`config.mk`:
```
export PLATFORM = sky130hd
export DESIGN_NAME = usart_ctl_seq
export DESIGN_NICKNAME = d
export VERILOG_FILES = /design/src/rtl/usart_seq_pkg.sv /design/src/rtl/usart_bus_dec.sv /design/src/rtl/usart_ctl_fsm.sv /design/src/rtl/usart_stat.sv /design/src/rtl/usart_ctl_seq.sv
export SDC_FILE = /design/constraint.sdc
export NUM_CORES = 1
export LEC_CHECK = 0
export BUFFER_PORTS_ARGS = -buffer_cell sky130_fd_sc_hd__buf_2
export CORE_ASPECT_RATIO = 1.1
export CORE_MARGIN = 4
export CORE_UTILIZATION = 44
export CTS_BUF_LIST = sky130_fd_sc_hd__clkbuf_8
export CTS_CLUSTER_DIAMETER = 50
export DETAILED_ROUTE_END_ITERATION = 8
export GPL_ROUTABILITY_DRIVEN = 0
export PLACE_DENSITY = 0.8
export SLEW_MARGIN = 20
export SYNTH_ARGS = -nofsm -noshare
export SYNTH_HDL_FRONTEND = slang
export SYNTH_SLANG_ARGS = --single-unit
```
`constraint.sdc`:
```
create_clock -name clk -period 1.6 [get_ports clk]
set_clock_uncertainty 0.1 [all_clocks]
set_input_delay 0.08 -clock clk [delete_from_list [all_inputs] [get_ports clk]]
set_output_delay 0.08 -clock clk [all_outputs]
set_load 0.01 [all_outputs]
```
`src/rtl/usart_seq_pkg.sv`:
```
package usart_seq_pkg;
  localparam int BW = 8;
  localparam int CHW = 4;

  typedef enum logic [1:0] {S_MODE, S_SYNC1, S_SYNC2, S_CMD} seq_st_t;

  // command bit positions
  localparam int C_TXEN  = 0;
  localparam int C_DTR   = 1;
  localparam int C_RXEN  = 2;
  localparam int C_BRK   = 3;
  localparam int C_ECLR  = 4;
  localparam int C_RTS   = 5;
  localparam int C_IRST  = 6;
  localparam int C_HUNT  = 7;
  localparam logic [BW-1:0] CMD_KEEP = ~((BW'(1) << C_ECLR) | (BW'(1) << C_IRST));

  function automatic logic mode_is_sync(input logic [BW-1:0] m);
    return m[1:0] == 2'b00;
  endfunction

  function automatic logic mode_two_sync(input logic [BW-1:0] m);
    return ~m[7];
  endfunction

  function automatic logic [CHW-1:0] mode_char_bits(input logic [BW-1:0] m);
    return CHW'(5) + CHW'(m[3:2]);
  endfunction
endpackage

```
`src/rtl/usart_bus_dec.sv`:
```
module usart_bus_dec (
  input  logic clk,
  input  logic rst,
  input  logic cs_n,
  input  logic cd,
  input  logic rd_n,
  input  logic wr_n,
  output logic ctl_wr_ev,
  output logic dat_wr_ev,
  output logic dat_rd_ev,
  output logic rd_act
);
  logic wr_q, rd_q;
  logic wr_lead, rd_lead;

  always_ff @(posedge clk) begin
    if (rst) begin
      wr_q <= 1'b1;
      rd_q <= 1'b1;
    end else begin
      wr_q <= wr_n;
      rd_q <= rd_n;
    end
  end

  assign wr_lead   = ~cs_n & ~wr_n & wr_q;
  assign rd_lead   = ~cs_n & ~rd_n & rd_q;
  assign ctl_wr_ev = wr_lead & cd;
  assign dat_wr_ev = wr_lead & ~cd;
  assign dat_rd_ev = rd_lead & ~cd;
  assign rd_act    = ~cs_n & ~rd_n;

  // a deselected device sees no access events
  p_cs_gate_r1: assert property (@(posedge clk) disable iff (rst)
    cs_n |-> !(ctl_wr_ev || dat_wr_ev || dat_rd_ev));
endmodule

```
`src/rtl/usart_ctl_fsm.sv`:
```
module usart_ctl_fsm
  import usart_seq_pkg::*;
(
  input  logic          clk,
  input  logic          rst,
  input  logic          ctl_ev,
  input  logic [BW-1:0] din,
  output logic [BW-1:0] mode_q,
  output logic [BW-1:0] sync1_q,
  output logic [BW-1:0] sync2_q,
  output logic [BW-1:0] cmd_q,
  output logic          err_clr_q,
  output logic          int_rst_q
);
  seq_st_t st;
  logic cmd_ev;

  assign cmd_ev = ctl_ev && (st == S_CMD);

  always_ff @(posedge clk) begin
    if (rst) begin
      st        <= S_MODE;
      mode_q    <= '0;
      sync1_q   <= '0;
      sync2_q   <= '0;
      cmd_q     <= '0;
      err_clr_q <= 1'b0;
      int_rst_q <= 1'b0;
    end else begin
      err_clr_q <= 1'b0;
      int_rst_q <= 1'b0;
      if (ctl_ev) begin
        unique case (st)
          S_MODE: begin
            mode_q <= din;
            st     <= mode_is_sync(din) ? S_SYNC1 : S_CMD;
          end
          S_SYNC1: begin
            sync1_q <= din;
            st      <= mode_two_sync(mode_q) ? S_SYNC2 : S_CMD;
          end
          S_SYNC2: begin
            sync2_q <= din;
            st      <= S_CMD;
          end
          default: begin
            if (din[C_IRST]) begin
              int_rst_q <= 1'b1;
              cmd_q     <= '0;
              st        <= S_MODE;
            end else begin
              cmd_q     <= din & CMD_KEEP;
              err_clr_q <= din[C_ECLR];
            end
          end
        endcase
      end
    end
  end

  p_async_to_cmd_r3: assert property (@(posedge clk) disable iff (rst)
    (ctl_ev && st == S_MODE && din[1:0] != 2'b00) |=> st == S_CMD);
  p_single_sync_r4: assert property (@(posedge clk) disable iff (rst)
    (ctl_ev && st == S_SYNC1 && mode_q[7]) |=> st == S_CMD);
  p_cmd_stable_r5: assert property (@(posedge clk) disable iff (rst)
    !cmd_ev |=> $stable(cmd_q));
  p_int_reset_r6: assert property (@(posedge clk) disable iff (rst)
    (cmd_ev && din[C_IRST]) |=> (st == S_MODE && cmd_q == '0 && int_rst_q));
  p_clr_pulse_r7: assert property (@(posedge clk) disable iff (rst)
    err_clr_q |=> !err_clr_q);
endmodule

```
`src/rtl/usart_stat.sv`:
```
module usart_stat
  import usart_seq_pkg::*;
(
  input  logic          clk,
  input  logic          rst,
  input  logic          dat_wr_ev,
  input  logic          dat_rd_ev,
  input  logic          tx_buf_free,
  input  logic          tx_idle,
  input  logic          rx_avail,
  input  logic          par_err,
  input  logic          ovr_err,
  input  logic          frm_err,
  input  logic          sync_brk,
  input  logic          dsr_n,
  input  logic          cts_n,
  input  logic          tx_en,
  output logic [BW-1:0] status,
  output logic          txrdy_pin
);
  logic tx_hold, rx_hold;
  logic txrdy_s, rxrdy_s;

  always_ff @(posedge clk) begin
    if (rst) begin
      tx_hold <= 1'b0;
      rx_hold <= 1'b0;
    end else begin
      if (dat_wr_ev)         tx_hold <= 1'b1;
      else if (!tx_buf_free) tx_hold <= 1'b0;
      if (dat_rd_ev)         rx_hold <= 1'b1;
      else if (!rx_avail)    rx_hold <= 1'b0;
    end
  end

  assign txrdy_s   = tx_buf_free & ~tx_hold;
  assign rxrdy_s   = rx_avail & ~rx_hold;
  assign status    = {~dsr_n, sync_brk, frm_err, ovr_err, par_err, tx_idle, rxrdy_s, txrdy_s};
  assign txrdy_pin = txrdy_s & tx_en & ~cts_n;

  p_tx_clear_r11: assert property (@(posedge clk) disable iff (rst)
    dat_wr_ev |=> !txrdy_s);
  p_rx_clear_r11: assert property (@(posedge clk) disable iff (rst)
    dat_rd_ev |=> !rxrdy_s);
endmodule

```
`src/rtl/usart_ctl_seq.sv`:
```
module usart_ctl_seq
  import usart_seq_pkg::*;
(
  input  logic          clk,
  input  logic          rst,
  input  logic          cs_n,
  input  logic          cd,
  input  logic          rd_n,
  input  logic          wr_n,
  input  logic [BW-1:0] din,
  output logic [BW-1:0] dout,
  output logic          dout_oe,
  input  logic          tx_buf_free,
  input  logic          tx_idle,
  input  logic          rx_avail,
  input  logic [BW-1:0] rx_byte,
  input  logic          par_err,
  input  logic          ovr_err,
  input  logic          frm_err,
  input  logic          sync_brk,
  input  logic          dsr_n,
  input  logic          cts_n,
  output logic          dtr_n,
  output logic          rts_n,
  output logic          txrdy_pin,
  output logic          tx_load,
  output logic [BW-1:0] tx_byte,
  output logic          rx_take,
  output logic          err_clr,
  output logic          int_rst,
  output logic [BW-1:0] mode_word,
  output logic [BW-1:0] sync_char1,
  output logic [BW-1:0] sync_char2,
  output logic [CHW-1:0] char_bits,
  output logic          sync_mode,
  output logic          tx_en,
  output logic          rx_en,
  output logic          brk_en,
  output logic          hunt_en
);
  logic ctl_wr_ev, dat_wr_ev, dat_rd_ev, rd_act;
  logic [BW-1:0] cmd_q, status;

  usart_bus_dec u_dec (
    .clk(clk), .rst(rst), .cs_n(cs_n), .cd(cd), .rd_n(rd_n), .wr_n(wr_n),
    .ctl_wr_ev(ctl_wr_ev), .dat_wr_ev(dat_wr_ev), .dat_rd_ev(dat_rd_ev), .rd_act(rd_act)
  );

  usart_ctl_fsm u_fsm (
    .clk(clk), .rst(rst), .ctl_ev(ctl_wr_ev), .din(din),
    .mode_q(mode_word), .sync1_q(sync_char1), .sync2_q(sync_char2),
    .cmd_q(cmd_q), .err_clr_q(err_clr), .int_rst_q(int_rst)
  );

  usart_stat u_stat (
    .clk(clk), .rst(rst), .dat_wr_ev(dat_wr_ev), .dat_rd_ev(dat_rd_ev),
    .tx_buf_free(tx_buf_free), .tx_idle(tx_idle), .rx_avail(rx_avail),
    .par_err(par_err), .ovr_err(ovr_err), .frm_err(frm_err), .sync_brk(sync_brk),
    .dsr_n(dsr_n), .cts_n(cts_n), .tx_en(tx_en),
    .status(status), .txrdy_pin(txrdy_pin)
  );

  always_ff @(posedge clk) begin
    if (rst) begin
      tx_load <= 1'b0;
      tx_byte <= '0;
      rx_take <= 1'b0;
    end else begin
      tx_load <= dat_wr_ev;
      rx_take <= dat_rd_ev;
      if (dat_wr_ev) tx_byte <= din;
    end
  end

  assign dout      = cd ? status : rx_byte;
  assign dout_oe   = rd_act;
  assign char_bits = mode_char_bits(mode_word);
  assign sync_mode = mode_is_sync(mode_word);
  assign tx_en     = cmd_q[C_TXEN];
  assign rx_en     = cmd_q[C_RXEN];
  assign brk_en    = cmd_q[C_BRK];
  assign hunt_en   = cmd_q[C_HUNT];
  assign dtr_n     = ~cmd_q[C_DTR];
  assign rts_n     = ~cmd_q[C_RTS];

  // the pin never claims ready while transmit is disabled or the modem holds off
  p_pin_gate_r10: assert property (@(posedge clk) disable iff (rst)
    (cts_n || !tx_en) |-> !txrdy_pin);
  // a data write hands the byte over on the next clock
  p_load_r1: assert property (@(posedge clk) disable iff (rst)
    dat_wr_ev |=> (tx_load && tx_byte == $past(din)));
endmodule

```
After elaboration in Yosys (flattened, before gate mapping) --
Index checks and enable logic that the tools add are counted.
Operators by class: add/subtract/negate cells 1, reduce and logical (&&, ||, !) cells 12, equal/unequal tests 4, bitwise logic cells 23, multiplexer cells 11
Operators by type and width (number):
- $mux W8 | 2
- $not A1 Y1 | 12
- $and A1 B1 Y1 | 11
- $reduce_and A2 Y1 | 5
- $logic_not A2 Y1 | 3
- $mux W1 | 6
- $pmux W2 S3 | 1
- $reduce_or A6 Y1 | 1
- $reduce_or A5 Y1 | 1
- $add A3 B2 Y4 const A | 1
- $mux W2 | 2
- $ne A2 B1 Y1 const B | 2
- $reduce_bool A4 Y1 | 1
- $reduce_or A3 Y1 | 1
- $eq A2 B1 Y1 const B | 1
- $eq A2 B2 Y1 const B | 1
Word-level totals: word-level logic and storage cells 65, output and inout bits 57, register bits after elaboration 50

Depth between registers and ports, before layout --
Gate-level depths: netlist of the first run.
depth after elaboration 6, depth in mapped cells 5, mapped depth without buffers 5

Modules after synthesis --
Synthesis of the first run repeated with hierarchy kept, for this count alone.
Unflattened totals: cell total of the unflattened synthesis 235, area total of the unflattened synthesis 2118.3 um^2
By module, submodules not included:
- usart_ctl_fsm | area each 1362.6 um^2, times used 1, cells each 164, sequential area each 680.7 um^2
- usart_ctl_seq | area each 514.2 um^2, times used 1, cells each 46, sequential area each 200.2 um^2
- usart_stat | area each 142.6 um^2, times used 1, cells each 17, sequential area each 40.0 um^2
- usart_bus_dec | area each 98.8 um^2, times used 1, cells each 8, sequential area each 40.0 um^2

Worst setup path after synthesis of the first run --
OpenSTA, ideal clock, no wires.
path kind reg-to-reg, start register u_fsm.st[0], end register u_fsm.int_rst_q, clock period less this slack 1.628 ns, cell stages (with the launch flop) 5, path slack -0.028 ns, data arrival time 1.450 ns, buffers on the path 0, path through dfxtp_1 inv_1 ha_1 or4b_2 nor3_1
Between the ends: word-level cells in the longest chain between the ends 2, elaborated cells between the ends (all ways) 4, those cells by class eq/ne (2); reduce/logical (2)
Ends and longest elaborated chain:
- start, declared | line usart_ctl_fsm.sv:15 | seq_st_t st;
- start signal, assigned | line usart_ctl_fsm.sv:36 | st <= mode_is_sync(din) ? S_SYNC1 : S_CMD;
- start signal, assigned | line usart_ctl_fsm.sv:40 | st <= mode_two_sync(mode_q) ? S_SYNC2 : S_CMD;
- $eq A2 B1 Y1 (tied with other cells) | line usart_ctl_fsm.sv:33 | unique case (st)
- $reduce_or A5 Y1 (no line) (*)
- end signal, assigned | line usart_ctl_fsm.sv:28 | int_rst_q <= 1'b0;
- end signal, assigned | line usart_ctl_fsm.sv:31 | int_rst_q <= 1'b0;
- end signal, assigned | line usart_ctl_fsm.sv:48 | int_rst_q <= 1'b1;
- end, declared | line usart_ctl_fsm.sv:13 | output logic int_rst_q
Mark *: on every way between the ends. The rest lies on a longest branch, timed or not. A chain may end at the register's enable or synchronous reset.

Worst setup path in the final report of the first run --
start register u_fsm.st[0], end register u_fsm.st[0]
Between the ends: word-level cells in the longest chain between the ends 3, elaborated cells between the ends (all ways) 6, those cells by class eq/ne (2); mux (1); reduce/logical (3)
Ends and longest elaborated chain (line):
- $eq A2 B1 Y1 (tied with other cells) | usart_ctl_fsm.sv:33
- $reduce_bool A4 Y1 (no line)
- $reduce_and A2 Y1 (no line)
Several ways; a longest one is shown, not always the timed one.

==> results.md, run 1 <==
- Core area: 4620 sq um
- Pwr dens: 791 nW/um^2
- Site row count: 26
- Critical hold path startpoint: din[6]
- Final Util: 62.7%
- Tcrit/Tclk final: 102%
- Synth async-reset ratio: 0%
- Hold WC Path Type: in -> reg
- TritonCTS clock tree: built
- Pin count of the biggest net entering global routing: 30
- Number of synthesized flops with an enable pin: 0
- Hold Path Sink: tx_byte[6]$_SDFFE_PP0P_
- Setup_tns: -32.5 ps
- Syn_area_per_cell: 9.55 sq um
- Worst-skew pair later-pin latency: 300 ps
- ANT cells: 0
- Initial antenna violation count: 0
- Endpoints failing hold: 0
- Worst EP required: 1730 ps
- 1st-iter DRT viols: 81
- Die area: 5920 sq um
- Most used DFF post-synth: dfxtp_1
- Port Buf Inserts: 87
- Leakage: 1.40 nW
- Die Span Y: 80.3 um
- Reg2reg end: u_fsm.st[0]$_SDFFE_PP0P_
- Crit-path max FO: 5
- Mapped Area: 2090 sq um
- Unrepaired setup endpoints after global routing: yes
- Most frequent cells in the layout: buf_2, dfxtp_1, nand2b_1, mux2i_1, nand2_1
- Drt drc: 0
- Layout cells sized above 1: 39.0%
- Clk Tree Root Cell: clkbuf_8
- Total gr overflow: 0
- Number of global-route vias before repair: 1825
- Reg2reg path depth: 7
- FF-to-FF setup slack: -30 ps
- Detail Route Antenna Nets: 0
- Worst Max-Slew Pin Slew: 456 ps
- Via Count: 1912
- Die W: 73.7 um
- WHS Path Cells: 3
- Filler Cell Count: 408
- CTS buffer count: 5
- Total Power: 0.00229 W
- CP Launch Type: flop
- Drt first pass iters: 4
- Final Slew Violations: 0
- Total Wirelength: 5.49 mm
- Final nets: 365
- GRT Util Overall: 18.3%
- RR Startpoint: u_fsm.st[0]$_SDFFE_PP0P_
- Synth Register Bits: 48
- Post-DP HPWL: 3.96 mm
- Clock-pin slew on the worst setup and hold paths: 80 ps
- WP data arrival: 1760 ps
- Max Cap Viol: 0
- PnR worst setup slack: -32.5 ps
- CTS sink cnt: 48
- H-tree levels: 2
- Slew margin rel.: 69.6%
- Failing checks: setup timing
- First-pass GRT wire length: 8.40 mm
- FMAX: 0.613 GHz
- IO Pins: 88
- Min Tclk post-route: 1630 ps
- Final setup vio count: 1
- Cell count after synthesis: 219
- Crit end category: flop
- Synthesis-to-finish area growth: 38.6%
- Avg Vias per Cell: 4.98
- Kind of critical path: reg -> reg
- Post-Syn Nets: 256
- Commonest non-fill, non-tap cell in the layout: buf_2
- Peak supply drop: 0.690 mV
- Unique masters post-synth: 30
- Initial Util: 45.3%
- Status: complete, but fails checks
- Routed length per instance: 14.3 um
- Sequential area share after synthesis: 46.0%
- Yosys warnings: 0
- CTS Buffer Depth: 2
[state kept, by name, indices dropped and copies added, names as in the netlist]
name	count
u_fsm.sync2_q	8
rx_take	1
u_dec.rd_q	1
u_fsm.mode_q	8
u_fsm.st	2
u_fsm.err_clr_q	1
u_fsm.cmd_q	6
u_dec.wr_q	1
tx_load	1
u_stat.rx_hold	1
u_stat.tx_hold	1
tx_byte	8
u_fsm.sync1_q	8
u_fsm.int_rst_q	1
[final cells by class]
class | instances | area (sq um) | share of cell area, %
clock buffers | 7 | 96.3 | 3.32
flip-flops and latches | 48 | 963 | 33.2
well taps | 56 | 70.1 | 2.42
multi-input cells | 148 | 1060 | 36.7
inverters | 12 | 45.0 | 1.55
repair buffers | 113 | 658 | 22.7
[cells by family (layout without fill, tap and decap cells)]
| group | count (synthesis) | after routing | synth area share [%] |
|---|---|---|---|
| muxes | 30 | 30 | 14.7 |
| DFF | 48 | 48 | 46.0 |
| buffers and inverters | 23 | 132 | 4.49 |
| and+or+nand+nor | 81 | 81 | 23.5 |
| adders and majority gates | 6 | 6 | 3.59 |
| AOI/OAI and AO/OA | 31 | 31 | 7.84 |
[stage by stage]
stage                     std cells  setup slack, ps  hold WS [ps]  instance area (sq um)
after floorplan                 219             13.9          74.0                   2090
after global placement          364             79.6           183                   2650
after detailed placement        364             21.5           191                   2650
after CTS                       384            0.679          3.71                   2890
after global routing            384            -82.6          27.8                   2900
final                           384            -32.5          10.0                   2900
[worst max path at each step]
stage / from / to / slack [ps] / cells past startpoint
global route: u_fsm.st[0]$_SDFFE_PP0P_ / u_fsm.st[0]$_SDFFE_PP0P_ / -80 / 7
global placement: u_fsm.st[0]$_SDFFE_PP0P_ / u_fsm.int_rst_q$_SDFF_PP0_ / 80 / 4
CTS: u_fsm.st[0]$_SDFFE_PP0P_ / u_fsm.st[0]$_SDFFE_PP0P_ / 0.7 / 5
finish: u_fsm.st[0]$_SDFFE_PP0P_ / u_fsm.st[0]$_SDFFE_PP0P_ / -30 / 7
detailed placement: u_fsm.st[1]$_SDFFE_PP0P_ / u_fsm.st[0]$_SDFFE_PP0P_ / 20 / 5
floorplan: u_fsm.st[0]$_SDFFE_PP0P_ / u_fsm.int_rst_q$_SDFF_PP0_ / 10 / 4
[layer usage]
metal | wire length, um | GRT usage [%] | part of all wire [%]
met5 | 0 | 0 | 0
met4 | 138 | 7.97 | 2.5
met3 | 259 | 3.88 | 4.7
met2 | 2800 | 31.3 | 51
met1 | 2290 | 21.6 | 42
[Yosys cell counts, drive strengths merged, types with 2 or more instances]
cell type | count | area (sq um)
dfxtp | 48 | 961
mux2i | 25 | 250
ha | 6 | 75.1
nand2 | 22 | 87.6
nor2 | 5 | 18.8
nand4b | 6 | 52.6
a21oi | 17 | 85.1
clkbuf | 7 | 26.3
buf | 4 | 22.5
inv | 12 | 45.0
nor3 | 3 | 15.0
or4b | 2 | 20.0
o21ai | 11 | 55.1
nand2b | 32 | 200
and2 | 2 | 12.5
mux2 | 5 | 56.3
nand3b | 2 | 15.0
[timing repair]
action,in CTS,in global routing
pin swaps,2,1
setup endpoints to repair,1,2
hold buffers,11,0
hold endpoints to repair,15,0
resized for setup,6,3
buffers inserted,2,0
[critical path, cell delays in order, from the launching register on]
cell,delay [ps]
dfxtp_2,350
inv_2,50
ha_4,150
buf_4,140
nor3_1,290
buf_4,180
o21ai_0,120
a21oi_2,170
[where the power goes]
group	internal (W)	total (W)	switching [W]
Clock	0.000385	0.000763	0.000378
Combinational	0.000152	0.000301	0.000150
Sequential	0.00122	0.00123	0.0000124
Power figures use the tool's default switching activity.
==> run 2: changes to the inputs <==
--- a/config.mk
+++ b/config.mk
@@ -5,7 +5,7 @@
 export SDC_FILE = /design/constraint.sdc
 export NUM_CORES = 1
 export LEC_CHECK = 0
-export BUFFER_PORTS_ARGS = -buffer_cell sky130_fd_sc_hd__buf_2
+export BUFFER_PORTS_ARGS = -buffer_cell sky130_fd_sc_hd__clkbuf_2
 export CORE_ASPECT_RATIO = 1.1
 export CORE_MARGIN = 4
 export CORE_UTILIZATION = 44
@@ -14,6 +14,7 @@
 export DETAILED_ROUTE_END_ITERATION = 8
 export GPL_ROUTABILITY_DRIVEN = 0
 export PLACE_DENSITY = 0.8
+export RECOVER_POWER = 25
 export SLEW_MARGIN = 20
 export SYNTH_ARGS = -nofsm -noshare
 export SYNTH_HDL_FRONTEND = slang
==> run 2 against run 1 <==
Compared with the run above: the flow now finishes without violations; clock power shrank 4.6%; global-route usage shrank 0.23 points; sequential cell count is the same; final cell count shrank 0.26%; first-iteration DRC count shrank 28%; utilization shrank 0.95 points; design area shrank 1.5%; count of clock-buffer cells in the layout shrank 2; register-to-register slack gained 80 ps; critical path type unchanged; highest routed layer unchanged.
==> results.md, run 2 (synthesized netlist as in run 1, its figures left out) <==
- ANT cells: 0 (unchanged)
- Delay of the slowest cell on the worst path: 470 ps (+120 ps)
- Site row count: 26 (unchanged)
- Buf/Inv on CP: 2 (-1)
- Commonest non-fill, non-tap cell in the layout: clkbuf_2
- Die Span Y: 80.3 um (unchanged)
- Crit end category: flop
- Drt first pass iters: 4 (unchanged)
- Routed length per instance: 13.4 um (-6.3%)
- Unrepaired setup endpoints after global routing: yes
- IO Pins: 88 (unchanged)
- Status: finished, final reports clean
- Via Count: 1872 (-2.1%)
- Detail Route Antenna Nets: 0 (unchanged)
- Initial Util: 45.3% (unchanged)
- Die W: 73.7 um (unchanged)
- Synthesis-to-finish area growth: 36.5%
- Total gr overflow: 0 (unchanged)
- Endpoints failing hold: 0 (unchanged)
- Max Cap Viol: 0 (unchanged)
- Cell family with most CP delay: simple AND/OR/NAND/NOR gates
- M2 GR Usage: 31.2% (-0.089 points)
- Hold WC Path Type: in -> reg
- Post-CTS setup buffer count: 0 (-2)
- Core area: 4620 sq um (unchanged)
- Number of global-route vias before repair: 1829 (+0.22%)
- Worst slack, placed: 4.87 ps (-16.6 ps)
- CTS buffer count: 5 (unchanged)
- Worst Max-Slew Pin Slew: 455 ps (-1.31 ps)
- Die area: 5920 sq um (unchanged)
- Final nets: 363 (-0.55%)
- M3 GR Usage: 4.01% (+0.13 points)
- CTS sink cnt: 48 (unchanged)
- Crit-path max FO: 5 (unchanged)
- Most frequent cells in the layout: clkbuf_2, dfxtp_1, nand2b_1, mux2i_1, clkbuf_1
- Initial antenna violation count: 0 (unchanged)
- Tcrit/Tclk final: 96.9% (-5.1 points)
- Final Slew Violations: 0 (unchanged)
- Total Wirelength: 5.13 mm (-6.6%)
- Avg Vias per Cell: 4.89 (-1.8%)
- Clock-pin slew on the worst setup and hold paths: 90 ps (about the same)
- Slew margin rel.: 69.7% (+0.087 points)
- Port Buf Inserts: 87 (unchanged)
- First-pass GRT wire length: 8.35 mm (-0.65%)
- Post-DP HPWL: 3.89 mm (-1.8%)
- Placed cell count: 364 (unchanged)
- DP Area: 2660 sq um (+0.47%)
- 1st-iter DRT viols: 58 (-28%)
- Global routing's busiest layer: met2
- Total Power: 0.00225 W (-1.9%)
- Final setup vio count: 0 (-1)
- GR Layer Usage met1: 21.1% (-0.46 points)
- Worst EP required: 1740 ps (about the same)
- GRT Util Overall: 18.0% (-0.23 points)
- Slowest stage cell, crit path: or4_1
- CP cell instances: inv_1 > ha_4 > buf_4 > nor3_2 > or4_1 > a21oi_1
- PnR worst setup slack: 49.5 ps (+81.9 ps)
- Clk Tree Root Cell: clkbuf_8
- Pin count of the biggest net entering global routing: 24 (-20%)
- CTS Buffer Depth: 2 (unchanged)
- TritonCTS clock tree: built
- FMAX: 0.645 GHz (+5.3%)
- Pwr dens: 788 nW/um^2 (-0.44%)
- Kind of critical path: reg -> reg
- Final instance area: 2850 sq um (-1.5%)
- Layout cells sized above 1: 30.9% (-8.1 points)
- Min Tclk post-route: 1550 ps (-81.9 ps)
- Worst-skew pair later-pin latency: 300 ps (about the same)
- H-tree levels: 2 (unchanged)
- Final instance count without filler cells: 383 (-0.26%)
- Peak supply drop: 0.522 mV (-24%)
- Leakage: 1.28 nW (-8.8%)
- Drt drc: 0 (unchanged)
- CP Launch Type: flop
- WP data arrival: 1690 ps (-70 ps)
## run 2: final timing paths
check                                   start                          end  cells after the start  slack (ps)
setup / recovery     u_fsm.st[0]$_SDFFE_PP0P_     u_fsm.st[0]$_SDFFE_PP0P_                      6          50
hold / removal                         din[6]      tx_byte[6]$_SDFFE_PP0P_                      3          40
setup reg to reg     u_fsm.st[0]$_SDFFE_PP0P_     u_fsm.st[0]$_SDFFE_PP0P_                      6          50
hold reg to reg   u_stat.rx_hold$_SDFFE_PP0P_  u_stat.rx_hold$_SDFFE_PP0P_                      2         360
## run 2: final cells by class
type / count / area (sq um)
repair buffers: 111 / 624
inverters: 12 / 45.0
flip-flops and latches: 48 / 963
fillers: 410 / 1770
clock inverters: 3 / 23.8
well taps: 56 / 70.1
multi-input cells: 148 / 1060
clock buffers: 5 / 68.8
## run 2: metal layers
layer  up-vias  share of wire, %
met5         -                 0
met4         0               2.0
met3         8               5.0
met2        45                52
met1       869                41
li1        950                 -
## run 2: timing repair
item | CTS | global route
endpoints found under the setup margin | 0 | 4
endpoints found under the hold margin | 18 | 0
hold buffers | 11 | 0
resized for setup | 0 | 5
## run 2: metrics by stage
| stage | hold WS (ps) | utilization (%) | setup TNS (ps) |
|---|---|---|---|
| detailed placement | 193 | 57.6 | 0 |
| CTS | 8.29 | 62.0 | 0 |
| floorplan | 74.0 | - | 0 |
| finish | 41.5 | 61.8 | 0 |
| global route | 47.4 | 61.8 | -101 |
| global placement | 185 | 57.6 | 0 |
## run 2: worst register-to-register path, stage by stage (launching register included)
cell,delay (ps)
dfxtp_2,340
inv_1,110
ha_4,150
buf_4,120
nor3_2,50
or4_1,470
a21oi_1,150
## run 2: report_power, final
group          total, W  internal [W]  switching, W
combinational  0.000291      0.000147      0.000144
clock          0.000728      0.000310      0.000418
sequential      0.00123       0.00122     0.0000129
==> run 3: changes to the inputs <==
--- a/config.mk
+++ b/config.mk
@@ -8,14 +8,15 @@
 export BUFFER_PORTS_ARGS = -buffer_cell sky130_fd_sc_hd__clkbuf_2
 export CORE_ASPECT_RATIO = 1.1
 export CORE_MARGIN = 4
-export CORE_UTILIZATION = 44
+export CORE_UTILIZATION = 45
 export CTS_BUF_LIST = sky130_fd_sc_hd__clkbuf_8
 export CTS_CLUSTER_DIAMETER = 50
 export DETAILED_ROUTE_END_ITERATION = 8
 export GPL_ROUTABILITY_DRIVEN = 0
-export PLACE_DENSITY = 0.8
+export PLACE_DENSITY = 0.82
 export RECOVER_POWER = 25
 export SLEW_MARGIN = 20
 export SYNTH_ARGS = -nofsm -noshare
 export SYNTH_HDL_FRONTEND = slang
+export SYNTH_HIERARCHICAL = 1
 export SYNTH_SLANG_ARGS = --single-unit
==> constraint.sdc (replaced) <==
create_clock -name clk -period 1.6 [get_ports clk]
set_clock_uncertainty 0.1 [all_clocks]
set_input_delay 0.16 -clock clk [delete_from_list [all_inputs] [get_ports clk]]
set_output_delay 0.16 -clock clk [all_outputs]
set_load 0.01 [all_outputs]
==> run 3 against run 2 <==
Compared with the run above: clock power is 2% lower; power is 0.98% lower; final cell count is 3.1% lower; register-to-register slack hardly changed; area after synthesis is 0.42% higher; synthesized cell count is 5.9% higher; wire length is 2.1% higher; combinational power hardly changed; sequential share of layout area is 2.4 points higher; die area is 1.6% lower; critical path type unchanged; critical endpoint is now u_fsm/st[0]$_SDFFE_PP0P_; highest routed layer unchanged.
==> results.md, run 3 <==
- Total Wirelength: 5.24 mm (+2.1%)
- Total Power: 0.00223 W (-0.98%)
- TritonCTS clock tree: built
- CP Launch Type: flop
- Worst-skew pair later-pin latency: 300 ps (about the same)
- Final nets: 353 (-2.8%)
- Crit-path max FO: 4 (-1)
- Setup_tns: 0 ps (unchanged)
- Most frequent cells in the layout: clkbuf_2, dfxtp_1, a21oi_1, nand2_1, clkbuf_1
- CTS buffer count: 5 (unchanged)
- Final setup vio count: 0 (unchanged)
- Leakage: 1.10 nW (-14%)
- Crit end category: flop
- Via Count: 1907 (+1.9%)
- First-pass GRT wire length: 8.27 mm (-0.99%)
- Final Slew Violations: 0 (unchanged)
- Die W: 73.1 um (-0.81%)
- Syn_area_per_cell: 9.05 sq um (-5.2%)
- RR Startpoint: u_fsm/st[1]$_SDFFE_PP0P_
- WP data arrival: 1630 ps (-60 ps)
- Min Tclk post-route: 1540 ps (-12.6 ps)
- Unrepaired setup endpoints after global routing: no
- Post-DP HPWL: 3.82 mm (-1.8%)
- Cell count after synthesis: 232 (+5.9%)
- Endpoints failing hold: 0 (unchanged)
- Final Util: 60.3% (-1.5 points)
- Layout cells sized above 1: 30.9% (about the same)
- ANT cells: 0 (unchanged)
- Die Span Y: 79.6 um (-0.82%)
- Slew margin rel.: 67.7% (-2.0 points)
- Detail Route Antenna Nets: 0 (unchanged)
- Initial antenna violation count: 0 (unchanged)
- Final instance count without filler cells: 371 (-3.1%)
- Kind of critical path: reg -> reg
- Clk Tree Root Cell: clkbuf_8
- Commonest non-fill, non-tap cell in the layout: clkbuf_2
- Total gr overflow: 0 (unchanged)
- Worst EP required: 1700 ps (-40 ps)
- Tcrit/Tclk final: 96.1% (-0.79 points)
- Synthesis-to-finish area growth: 26.6%
- CTS sink cnt: 48 (unchanged)
- Clock-pin slew on the worst setup and hold paths: 80 ps (about the same)
- Critical hold path startpoint: rx_avail
- H-tree levels: 2 (unchanged)
- Mapped Area: 2100 sq um (+0.42%)
- 1st-iter DRT viols: 161 (+180%)
- Site row count: 25 (-3.8%)
- Placed cell count: 361 (-0.82%)
- WHS Path Cells: 3 (unchanged)
- Routed length per instance: 14.1 um (+5.4%)
- Core area: 4410 sq um (-4.5%)
- Pin count of the biggest net entering global routing: 26 (+8.3%)
- Hold Path Sink: u_stat/rx_hold$_SDFFE_PP0P_
- Peak supply drop: 0.409 mV (-22%)
- Reg2reg end: u_fsm/st[0]$_SDFFE_PP0P_
- FMAX: 0.650 GHz (+0.82%)
- GRT Util Overall: 18.4% (+0.34 points)
- CTS Buffer Depth: 2 (unchanged)
- Status: finished, final reports clean
- Max Cap Viol: 0 (unchanged)
- Post-Syn Nets: 269 (+5.1%)
- Die area: 5820 sq um (-1.6%)
- Yosys warnings: 6 (+6)
- Drt drc: 0 (unchanged)
- Reg2reg path depth: 5 (-1)
- FF-to-FF setup slack: 60 ps (about the same)
- Avg Vias per Cell: 5.14 (+5.2%)
- Filler Cell Count: 391 (-4.6%)
- Worst Max-Slew Pin Slew: 484 ps (+29.3 ps)
- IO Pins: 88 (unchanged)
- Pwr dens: 838 nW/um^2 (+6.3%)
- Port Buf Inserts: 87 (unchanged)
- Initial Util: 47.6% (+2.3 points)
- Hold WC Path Type: in -> reg
- Drt first pass iters: 4 (unchanged)
- Number of global-route vias before repair: 1722 (-5.9%)
==> run 3: layout make-up <==
type | count | area, sq um | share of cell area (%)
clock buffer | 6 | 82.6 | 3.11
clock inverter | 2 | 7.51 | 0.282
inverter | 8 | 30.0 | 1.13
multi-input combinational | 153 | 996 | 37.5
sequential | 48 | 961 | 36.2
tap | 54 | 67.6 | 2.54
timing repair buffer | 100 | 513 | 19.3
==> run 3: worst max-delay path by stage <==
stage,end,cells past startpoint,start
4_1_cts,u_fsm/st[0]$_SDFFE_PP0P_,5,u_fsm/st[1]$_SDFFE_PP0P_
3_3_place_gp,u_fsm/st[0]$_SDFFE_PP0P_,5,u_fsm/st[1]$_SDFFE_PP0P_
5_1_grt,u_fsm/st[0]$_SDFFE_PP0P_,6,u_fsm/st[1]$_SDFFE_PP0P_
2_1_floorplan,u_fsm/st[0]$_SDFFE_PP0P_,5,u_fsm/st[0]$_SDFFE_PP0P_
3_5_place_dp,u_fsm/st[0]$_SDFFE_PP0P_,5,u_fsm/st[1]$_SDFFE_PP0P_
6_report,u_fsm/st[0]$_SDFFE_PP0P_,5,u_fsm/st[1]$_SDFFE_PP0P_
==> run 3: per-layer routing <==
layer	track usage, %	vias up	part of all wire (%)
met5	0	-	0
met4	6.83	0	2.6
met3	4.03	14	7.1
met2	30.6	72	51
met1	22.9	873	39
li1	-	948	-
==> run 3: timing repair <==
action                                  4_1_cts  5_1_grt
setup buffers                                 0        0
resized for setup                             0        8
endpoints found under the setup margin        0       18
endpoints found under the hold margin         2        0
hold buffers                                  2        0
==> run 3: critical path: stages (launching register included) <==
cell and delay (ps):
dfxtp_1 390, inv_1 90, ha_1 230, o41ai_4 410, or3_1 160, a21oi_1 60
==> run 3: stage by stage <==
stage	hold slack, ps	setup WS [ps]	cell area, sq um
detailed placement	299	43.7	2540
finish	12.9	62.1	2660
floorplan	132	140	2100
CTS	12.2	39.8	2660
global placement	292	93.7	2540
global route	31.2	4.58	2660
==> run 3: power breakdown <==
group	switching, W	total, W	leakage, nW	internal [W]
registers	0.0000131	0.00123	0.388	0.00121
clock network	0.000370	0.000710	0.0538	0.000340
logic	0.000156	0.000288	0.659	0.000132
total	0.000539	0.00223	1.10	0.00169
